===== config.mk =====
export PLATFORM = sky130hd
export DESIGN_NAME = legacy_route
export DESIGN_NICKNAME = d
export VERILOG_FILES = /design/src/rtl/legacy_route.sv
export SDC_FILE = /design/constraint.sdc
export NUM_CORES = 1
export LEC_CHECK = 0
export BUFFER_PORTS_ARGS = -buffer_cell sky130_fd_sc_hd__buf_2
export CAP_MARGIN = 40
export CORE_UTILIZATION = 40
export DETAILED_ROUTE_END_ITERATION = 10
export PLACE_DENSITY = 0.82
export SYNTH_ARGS = -nofsm -noshare
export SYNTH_HDL_FRONTEND = slang
export SYNTH_SLANG_ARGS = --single-unit
export TNS_END_PERCENT = 1

===== constraint.sdc =====
create_clock -name clk -period 1.8 [get_ports clk]
set_input_delay 0.27 -clock clk [delete_from_list [all_inputs] [get_ports clk]]
set_output_delay 0.27 -clock clk [all_outputs]
set_load 0.03 [all_outputs]

===== src/rtl/legacy_route.sv =====
module legacy_route #(
  parameter int ADDR_W = 32
) (
  input  logic              clk,
  input  logic              rst_n,
  input  logic              cfg_we,
  input  logic [7:0]        cfg_wdata,
  output logic [7:0]        cfg_rdata,
  input  logic              vga_en,
  input  logic [15:0]       io_base,
  input  logic [15:0]       io_limit,
  input  logic              req_valid,
  output logic              req_ready,
  input  logic [ADDR_W-1:0] req_addr,
  input  logic              req_is_io,
  input  logic [3:0]        req_be,
  output logic              rsp_valid,
  output logic              rsp_route,
  output logic              rsp_hole,
  output logic              rsp_not_legacy,
  output logic              rsp_cfg_err
);
  localparam logic [7:0] CFG_MASK = 8'h81;
  localparam int LANES = 4;

  logic hole_en, mdap;
  logic [7:0] cfg_q;

  always_ff @(posedge clk) begin
    if (!rst_n) cfg_q <= '0;
    else if (cfg_we) cfg_q <= cfg_wdata & CFG_MASK;
  end
  assign hole_en   = cfg_q[7];
  assign mdap      = cfg_q[0];
  assign cfg_rdata = cfg_q;
  assign req_ready = 1'b1;

  logic [LANES-1:0] mda_l, vga_l, bcf_l, bc_l;
  for (genvar k = 0; k < LANES; k++) begin : g_lane
    localparam logic [1:0] OFS = 2'(k);
    logic [9:0] a;
    assign a = {req_addr[9:2], OFS};
    assign mda_l[k] = req_be[k] & (a == 10'h3B4 || a == 10'h3B5 || a == 10'h3B8 ||
                                   a == 10'h3B9 || a == 10'h3BA || a == 10'h3BF);
    assign vga_l[k] = req_be[k] & ((a >= 10'h3B0 && a <= 10'h3BB) ||
                                   (a >= 10'h3C0 && a <= 10'h3DF));
    assign bcf_l[k] = req_be[k] & (a >= 10'h3BC && a <= 10'h3BF);
    assign bc_l[k]  = req_be[k] & (a >= 10'h3BC && a <= 10'h3BE);
  end

  logic [15:0] io_dw;
  logic io_win, io_leg, io_gfx;
  assign io_dw  = {req_addr[15:2], 2'b00};
  assign io_win = (io_dw >= io_base) && (io_dw <= io_limit);
  assign io_leg = |(mda_l | vga_l | bcf_l);

  always_comb begin
    if (!vga_en)        io_gfx = 1'b0;
    else if (!mdap)     io_gfx = (|bcf_l) ? io_win : 1'b1;
    else                io_gfx = !(|mda_l || |bc_l);
  end

  logic mem_vga, mem_mda, mem_hole, mem_gfx;
  assign mem_vga  = req_addr >= ADDR_W'(24'h0A0000) && req_addr <= ADDR_W'(24'h0BFFFF);
  assign mem_mda  = req_addr >= ADDR_W'(24'h0B0000) && req_addr <= ADDR_W'(24'h0B7FFF);
  assign mem_hole = hole_en && req_addr >= ADDR_W'(24'hF00000) && req_addr <= ADDR_W'(24'hFFFFFF);
  assign mem_gfx  = vga_en && mem_vga && !(mdap && mem_mda);

  logic d_route, d_hole, d_nl;
  assign d_route = req_is_io ? (io_leg & io_gfx) : mem_gfx;
  assign d_hole  = !req_is_io && mem_hole;
  assign d_nl    = req_is_io ? !io_leg : !(mem_vga || mem_hole);

  always_ff @(posedge clk) begin
    if (!rst_n) begin
      rsp_valid      <= 1'b0;
      rsp_route      <= 1'b0;
      rsp_hole       <= 1'b0;
      rsp_not_legacy <= 1'b0;
      rsp_cfg_err    <= 1'b0;
    end else begin
      rsp_valid <= req_valid & req_ready;
      if (req_valid) begin
        rsp_route      <= d_route;
        rsp_hole       <= d_hole;
        rsp_not_legacy <= d_nl;
        rsp_cfg_err    <= !vga_en && mdap;
      end
    end
  end

  assert_reserved_zero_R2: assert property (@(posedge clk) disable iff (!rst_n)
    cfg_rdata[6:1] == 6'd0);
  assert_cfg_write_R2: assert property (@(posedge clk) disable iff (!rst_n)
    cfg_we |=> cfg_rdata == ($past(cfg_wdata) & 8'h81));
  assert_rsp_follows_R3: assert property (@(posedge clk) disable iff (!rst_n)
    req_valid |=> rsp_valid);
  assert_rsp_idle_R3: assert property (@(posedge clk) disable iff (!rst_n)
    !req_valid |=> !rsp_valid);
  assert_hole_legacy_R4: assert property (@(posedge clk) disable iff (!rst_n)
    rsp_valid && rsp_hole |-> !rsp_route && !rsp_not_legacy);
  assert_gfx_needs_vga_R8: assert property (@(posedge clk) disable iff (!rst_n)
    req_valid |=> !(rsp_route && !$past(vga_en)));
  assert_err_legacy_R10: assert property (@(posedge clk) disable iff (!rst_n)
    rsp_valid && rsp_cfg_err |-> !rsp_route);
  assert_nl_legacy_R11: assert property (@(posedge clk) disable iff (!rst_n)
    rsp_valid && rsp_not_legacy |-> !rsp_route && !rsp_hole);
endmodule


==> results.sh, run 1 <==
export IMPL_outcome="finished, violations left"
export IMPL_violations="DRC"
export IMPL_cp_start_kind="input pin"
export IMPL_p_total_uw=626
export IMPL_finalSetupViolCount=0
export IMPL_p_seq_frac=0.264
export IMPL_synth_edff_count=0
export IMPL_antenna_left=0
export IMPL_syn_inst=159
export IMPL_r2r_end="rsp_route"
export IMPL_diodes=0
export IMPL_numCtsBuffers=3
export IMPL_reg2reg_setup_slack_ns=0.36
export IMPL_holdPathStages=3
export IMPL_grt_antenna_before_repair=0
export IMPL_post_cts_resized=0
export IMPL_cts_hold_buf=0
export IMPL_path_class="input pin to register"
export IMPL_synth_area_top_cells="ha_1 (29%), dfxtp_1 (11%), inv_1 (9.2%)"
export IMPL_slowest_delay_ns=0.39
export IMPL_dp_hpwl_um=2760
export IMPL_drtIter0Drc=27
export IMPL_syn2layout_area_growth_pct=38.5
export IMPL_netlist_area_mm2=0.00122
export IMPL_die_height_um=57.2
export IMPL_finalClockSkew_ns=0.00574
export IMPL_cp_slowest_cell="a2111oi_1"
export IMPL_crit_start="io_limit[10]"
export IMPL_synthTopCellsByCount="inv_1 (30), ha_1 (28), a21oi_1 (16)"
export IMPL_timing_hold_ws_ns=0.285
export IMPL_critPathCapture="rsp_route"
export IMPL_layout_nets=357
export IMPL_leakagePower_uw=0.000974
export IMPL_netlist_area_leader_share=0.287
export IMPL_critPathMaxFanout=3
export IMPL_num_vias=1394
export IMPL_arrival_ns=1.71
export IMPL_rows=19
export IMPL_fmax_mhz=644
export IMPL_cts_setup_buffers=0
export IMPL_final_area_mm2=0.00169
export IMPL_h_tree_depth=1
export IMPL_p_per_area_mw_per_mm2=370
export IMPL_clock_path_buffers=2
export IMPL_synth_seq_area_share=0.115
export IMPL_clock_sinks=7
export IMPL_die_w_um=57.2
export IMPL_multi_input_area_um2=933
export IMPL_seq_area_um2=140
export IMPL_dieArea_mm2=0.00327
export IMPL_fillers=287
export IMPL_synthArstFlopShare=0
export IMPL_grt_pass1_wl_um=5240
export IMPL_grt_pass1_vias=1378
export IMPL_grt_overflow_total=0
export IMPL_ir_drop_uv=180
export IMPL_firstDrtPassIters=9
export IMPL_path_cells="buf_2 > inv_1 > ha_1 > a21oi_1 > nand2_1 > a2111oi_1 > a211oi_1 > nor4b_2"
export IMPL_start_util=0.431
export IMPL_routed_wl_um=3120
export IMPL_hold_viol=0
export IMPL_fin_crit_sh=0.863
export IMPL_top_level_ports=96
export IMPL_clk_pin_slew_worst_paths_ns=0.05
export IMPL_drc=8
export IMPL_place_congestion=0.816
export IMPL_ys_types=37
export IMPL_p_comb_frac=0.498
export IMPL_cts_tree="yes"
export IMPL_place_area_mm2=0.00166
export IMPL_yosysMostFrequentCell="inv_1"
export IMPL_rsz0062_at_grt="false"
export IMPL_cts_root_buffer="clkbuf_4"
export IMPL_cp_depth=8
export IMPL_cpLargestDelayFamily="compound AO/OA/AOI/OAI gates"
export IMPL_ys_seq_elements=7
export IMPL_postSynthAreaPerCell_um2=7.67
export IMPL_setup_tns_ns=0
export IMPL_yosys_area_top_type="ha_1"
export IMPL_r2r_cells=5
export IMPL_reg2reg_from="rsp_route"
export IMPL_io_buffers=80
export IMPL_fin_crit_ns=1.55
export IMPL_synth_main_ff_cell="dfxtp_1"
export IMPL_grt_usage=0.198
export IMPL_clkLatencyLatePin_ns=0.25
export IMPL_timing_critical_path_buf_inv=2
export IMPL_required_ns=1.96
export IMPL_fin_util=0.597
export IMPL_slew_viol_final=0
export IMPL_core_area_mm2=0.00283
export IMPL_yosysWarnings=0
export IMPL_p_int_uw=394
export IMPL_switchingPower_uw=232
export IMPL_viasPerCell=5.03
export IMPL_swShare=0.371
export IMPL_grt_max_degree=8
export IMPL_wl_per_cell_um=11.3
export IMPL_hold_class="input pin to register"
export IMPL_maxCapViolCount=0
export IMPL_p_clk_frac=0.238
export IMPL_drive_gt1_frac=0.378
export IMPL_cp_end_kind="register"
==> power by group through the flow <==
stage               clock network [uW]  registers, uW  logic, uW
global route                       158            166        352
global placement                     0            168        303
finish                             149            165        312
CTS                                150            165        313
detailed placement                   0            169        310
floorplan                            0            182        167
==> state kept, by name, indices dropped and copies added, names as in the netlist <==
| signal | cells |
|---|---|
| cfg_rdata | 2 |
| rsp_cfg_err | 1 |
| rsp_hole | 1 |
| rsp_not_legacy | 1 |
| rsp_route | 1 |
| rsp_valid | 1 |
==> cells in the final DEF (no fill, tap or decap), types with 2 or more instances in the layout <==
master     count
a21oi_1       16
conb_1         7
nor4_2         2
nor2b_1        5
a211oi_1       5
nor4_1         2
nand4bb_1      2
a21o_1         3
buf_4          5
o21a_1         2
inv_1         30
nand3b_1       2
dfxtp_1        7
o21ai_0        3
nand2b_1       2
buf_2         80
ha_1          28
clkbuf_4       3
nor3_1         3
nand3_1        2
nor2_1         2
nand2_1        8
mux2i_1        3
nand4_1        8
==> metrics by stage <==
| stage | setup slack, ns | instances |
|---|---|---|
| 2_1_floorplan | 0.199 | 164 |
| 3_3_place_gp | 0.00927 | 273 |
| 3_5_place_dp | 0.000384 | 273 |
| 4_1_cts | 0.247 | 277 |
| 5_1_grt | 0.162 | 277 |
| 6_report | 0.247 | 277 |
==> metal layers <==
metal	vias to the layer above	GRT usage	wire, um
li1	729	-	-
met1	607	0.246	1350
met2	56	0.363	1570
met3	2	0.0136	183
met4	0	0.0592	14
met5	-	0	0
==> cells by family after synthesis <==
logic type	synth area share
simple gates	0.235
compound gates	0.197
fa+ha+maj	0.287
flops	0.115
buf+inv	0.135
other cells	0.00616
mux	0.0246
==> how the worst min path moves through the flow <==
| stage | from | endpoint | slack (ns) |
|---|---|---|---|
| global route | rst_n | rsp_cfg_err | 0.30 |
| global placement | rsp_hole | rsp_hole | 0.49 |
| floorplan | req_valid | rsp_valid | 0.39 |
| finish | cfg_wdata[0] | cfg_rdata[0] | 0.28 |
| CTS | cfg_wdata[0] | cfg_rdata[0] | 0.28 |
| detailed placement | rsp_hole | rsp_hole | 0.50 |
==> layout make-up <==
cell class	count	area share
clock buffers	4	0.0156
flip-flops and latches	7	0.0830
inverters	30	0.0667
multi-input cells	120	0.553
well taps	31	0.0230
repair buffers	85	0.259
==> worst reg2reg max path, cell delays in order, from the launching register on <==
cell and delay [ns]:
dfxtp_1 0.32, nor2b_1 0.14, nor4_1 0.36, o211ai_1 0.14, a211oi_1 0.28, nor4b_2 0.08
(Power assumes the default switching activity.)
==> run 2: changes to the inputs <==
==> constraint.sdc (replaced) <==
create_clock -name clk -period 1.8 [get_ports clk]
set_input_delay 0.36 -clock clk [delete_from_list [all_inputs] [get_ports clk]]
set_output_delay 0.36 -clock clk [all_outputs]
set_load 0.03 [all_outputs]
==> run 2 against run 1 <==
The run still ends with DRC left; fmax fell by 4.7%; core utilization grew 2.9 points; clock-buffer cell count unchanged; cell count up 4.0%; clock skew decreased by 0.0037 ns; highest routed layer is now met3.
==> results.sh, run 2 (same netlist as run 1, synthesis figures left out) <==
export IMPL_outcome="finished, violations left"
export IMPL_violations="DRC"
export IMPL_largest_register_ffs=2
export IMPL_clk_pin_slew_worst_paths_ns=0.05
export IMPL_cts_hold_buf=0
export IMPL_firstDrtPassIters=9
export IMPL_reg2reg_from="rsp_route"
export IMPL_required_ns=1.96
export IMPL_numCtsBuffers=3
export IMPL_path_cells="buf_2 > inv_1 > ha_1 > a21oi_1 > o21ai_2 > a2111oi_1 > a211oi_1 > nor4b_2"
export IMPL_grt_pass1_wl_um=5310
export IMPL_syn2layout_area_growth_pct=45.2
export IMPL_diodes=0
export IMPL_die_w_um=57.2
export IMPL_num_vias=1401
export IMPL_clock_path_buffers=2
export IMPL_slowest_delay_ns=0.35
export IMPL_path_class="input pin to register"
export IMPL_timing_critical_path_buf_inv=2
export IMPL_grt_pass1_vias=1337
export IMPL_slew_viol_final=0
export IMPL_wl_per_cell_um=10.7
export IMPL_post_cts_resized=0
export IMPL_p_per_area_mw_per_mm2=361
export IMPL_p_total_uw=639
export IMPL_critPathCapture="rsp_route"
export IMPL_grt_overflow_total=0
export IMPL_r2r_cells=5
export IMPL_fin_crit_ns=1.63
export IMPL_clock_sinks=7
export IMPL_ir_drop_uv=162
export IMPL_core_area_mm2=0.00283
export IMPL_fillers=268
export IMPL_routed_wl_um=3080
export IMPL_viasPerCell=4.86
export IMPL_grt_usage=0.201
export IMPL_cp_slowest_cell="a2111oi_1"
export IMPL_finalClockSkew_ns=0.00199
export IMPL_critPathMaxFanout=3
export IMPL_cts_setup_buffers=0
export IMPL_cp_start_kind="input pin"
export IMPL_die_height_um=57.2
export IMPL_cts_tree="yes"
export IMPL_drtIter0Drc=44
export IMPL_rows=19
export IMPL_antenna_left=0
export IMPL_final_area_mm2=0.00177
export IMPL_cp_depth=8
export IMPL_reg2reg_setup_slack_ns=0.38
export IMPL_leakagePower_uw=0.00103
export IMPL_hold_class="input pin to register"
export IMPL_setup_tns_ns=0
export IMPL_fin_crit_sh=0.905
export IMPL_layout_nets=368
export IMPL_crit_start="io_limit[15]"
export IMPL_drive_gt1_frac=0.405
export IMPL_place_area_mm2=0.00175
export IMPL_drc=8
export IMPL_dieArea_mm2=0.00327
export IMPL_start_util=0.431
export IMPL_layout_common_cells="buf_2 (80), inv_1 (30), ha_1 (28)"
export IMPL_grt_antenna_before_repair=0
export IMPL_place_congestion=0.857
export IMPL_top_level_ports=96
export IMPL_maxCapViolCount=0
export IMPL_io_buffers=80
export IMPL_clkLatencyLatePin_ns=0.25
export IMPL_rsz0062_at_grt="false"
export IMPL_r2r_end="rsp_route"
export IMPL_hold_viol=0
export IMPL_grt_max_degree=8
export IMPL_final_common_cell="buf_2"
export IMPL_cpLargestDelayFamily="compound AO/OA/AOI/OAI gates"
export IMPL_cp_end_kind="register"
export IMPL_h_tree_depth=1
export IMPL_finalSetupViolCount=0
export IMPL_fmax_mhz=614
export IMPL_arrival_ns=1.79
export IMPL_cts_root_buffer="clkbuf_4"
export IMPL_dp_hpwl_um=2810
==> run 2: cell types whose count changed in the layout (fill, tap and decap cells not counted), sizes merged <==
cell / change
buf: +11
==> run 2: worst reg2reg max path, stage by stage, from the launching register on <==
cell and delay [ns]:
dfxtp_1 0.32, nor2b_1 0.15, nor4_1 0.35, o211ai_1 0.14
a211oi_1 0.28, nor4b_2 0.07
==> run 2: layout make-up <==
| cell class | instances | area, um2 | share of cell area |
|---|---|---|---|
| tap | 31 | 38.8 | 0.0219 |
| sequential | 7 | 140 | 0.0791 |
| multi-input combinational | 120 | 933 | 0.527 |
| timing repair buffer | 96 | 520 | 0.294 |
| inverter | 30 | 113 | 0.0636 |
| clock buffer | 4 | 26.3 | 0.0148 |
==> run 2: metal layers <==
layer	part of all wire	wire, um	global-route usage	vias up
met5	0	0	0	-
met4	0	0	0.0418	0
met3	0.054	168	0.0204	0
met2	0.50	1550	0.378	55
met1	0.44	1360	0.247	591
li1	-	-	-	755
==> run 2: how the worst min path moves through the flow <==
stage	from	end	slack (ns)	cells past startpoint
after global placement	rsp_hole	rsp_hole	0.49	2
after floorplan	req_valid	rsp_valid	0.48	1
after detailed placement	rsp_hole	rsp_hole	0.51	2
after global routing	req_valid	rsp_valid	0.37	2
final	req_valid	rsp_valid	0.37	2
after CTS	req_valid	rsp_valid	0.36	2
==> run 2: power breakdown <==
part           leakage [uW]  internal, uW  total [uW]  switching (uW)
clock             0.0000150          84.5         141            56.4
sequential        0.0000575           162         166            3.87
combinational      0.000955           165         332             167
total               0.00103           411         639             227
==> run 2: metrics by stage <==
stage          std cells   util  hold WS (ns)  setup slack (ns)
2_1_floorplan        164      -         0.482             0.109
3_3_place_gp         284  0.617         0.494           -0.0620
3_5_place_dp         284  0.617         0.509            -0.124
4_1_cts              288  0.626         0.364             0.157
5_1_grt              288  0.626         0.371           0.00560
6_report             288  0.626         0.370             0.170
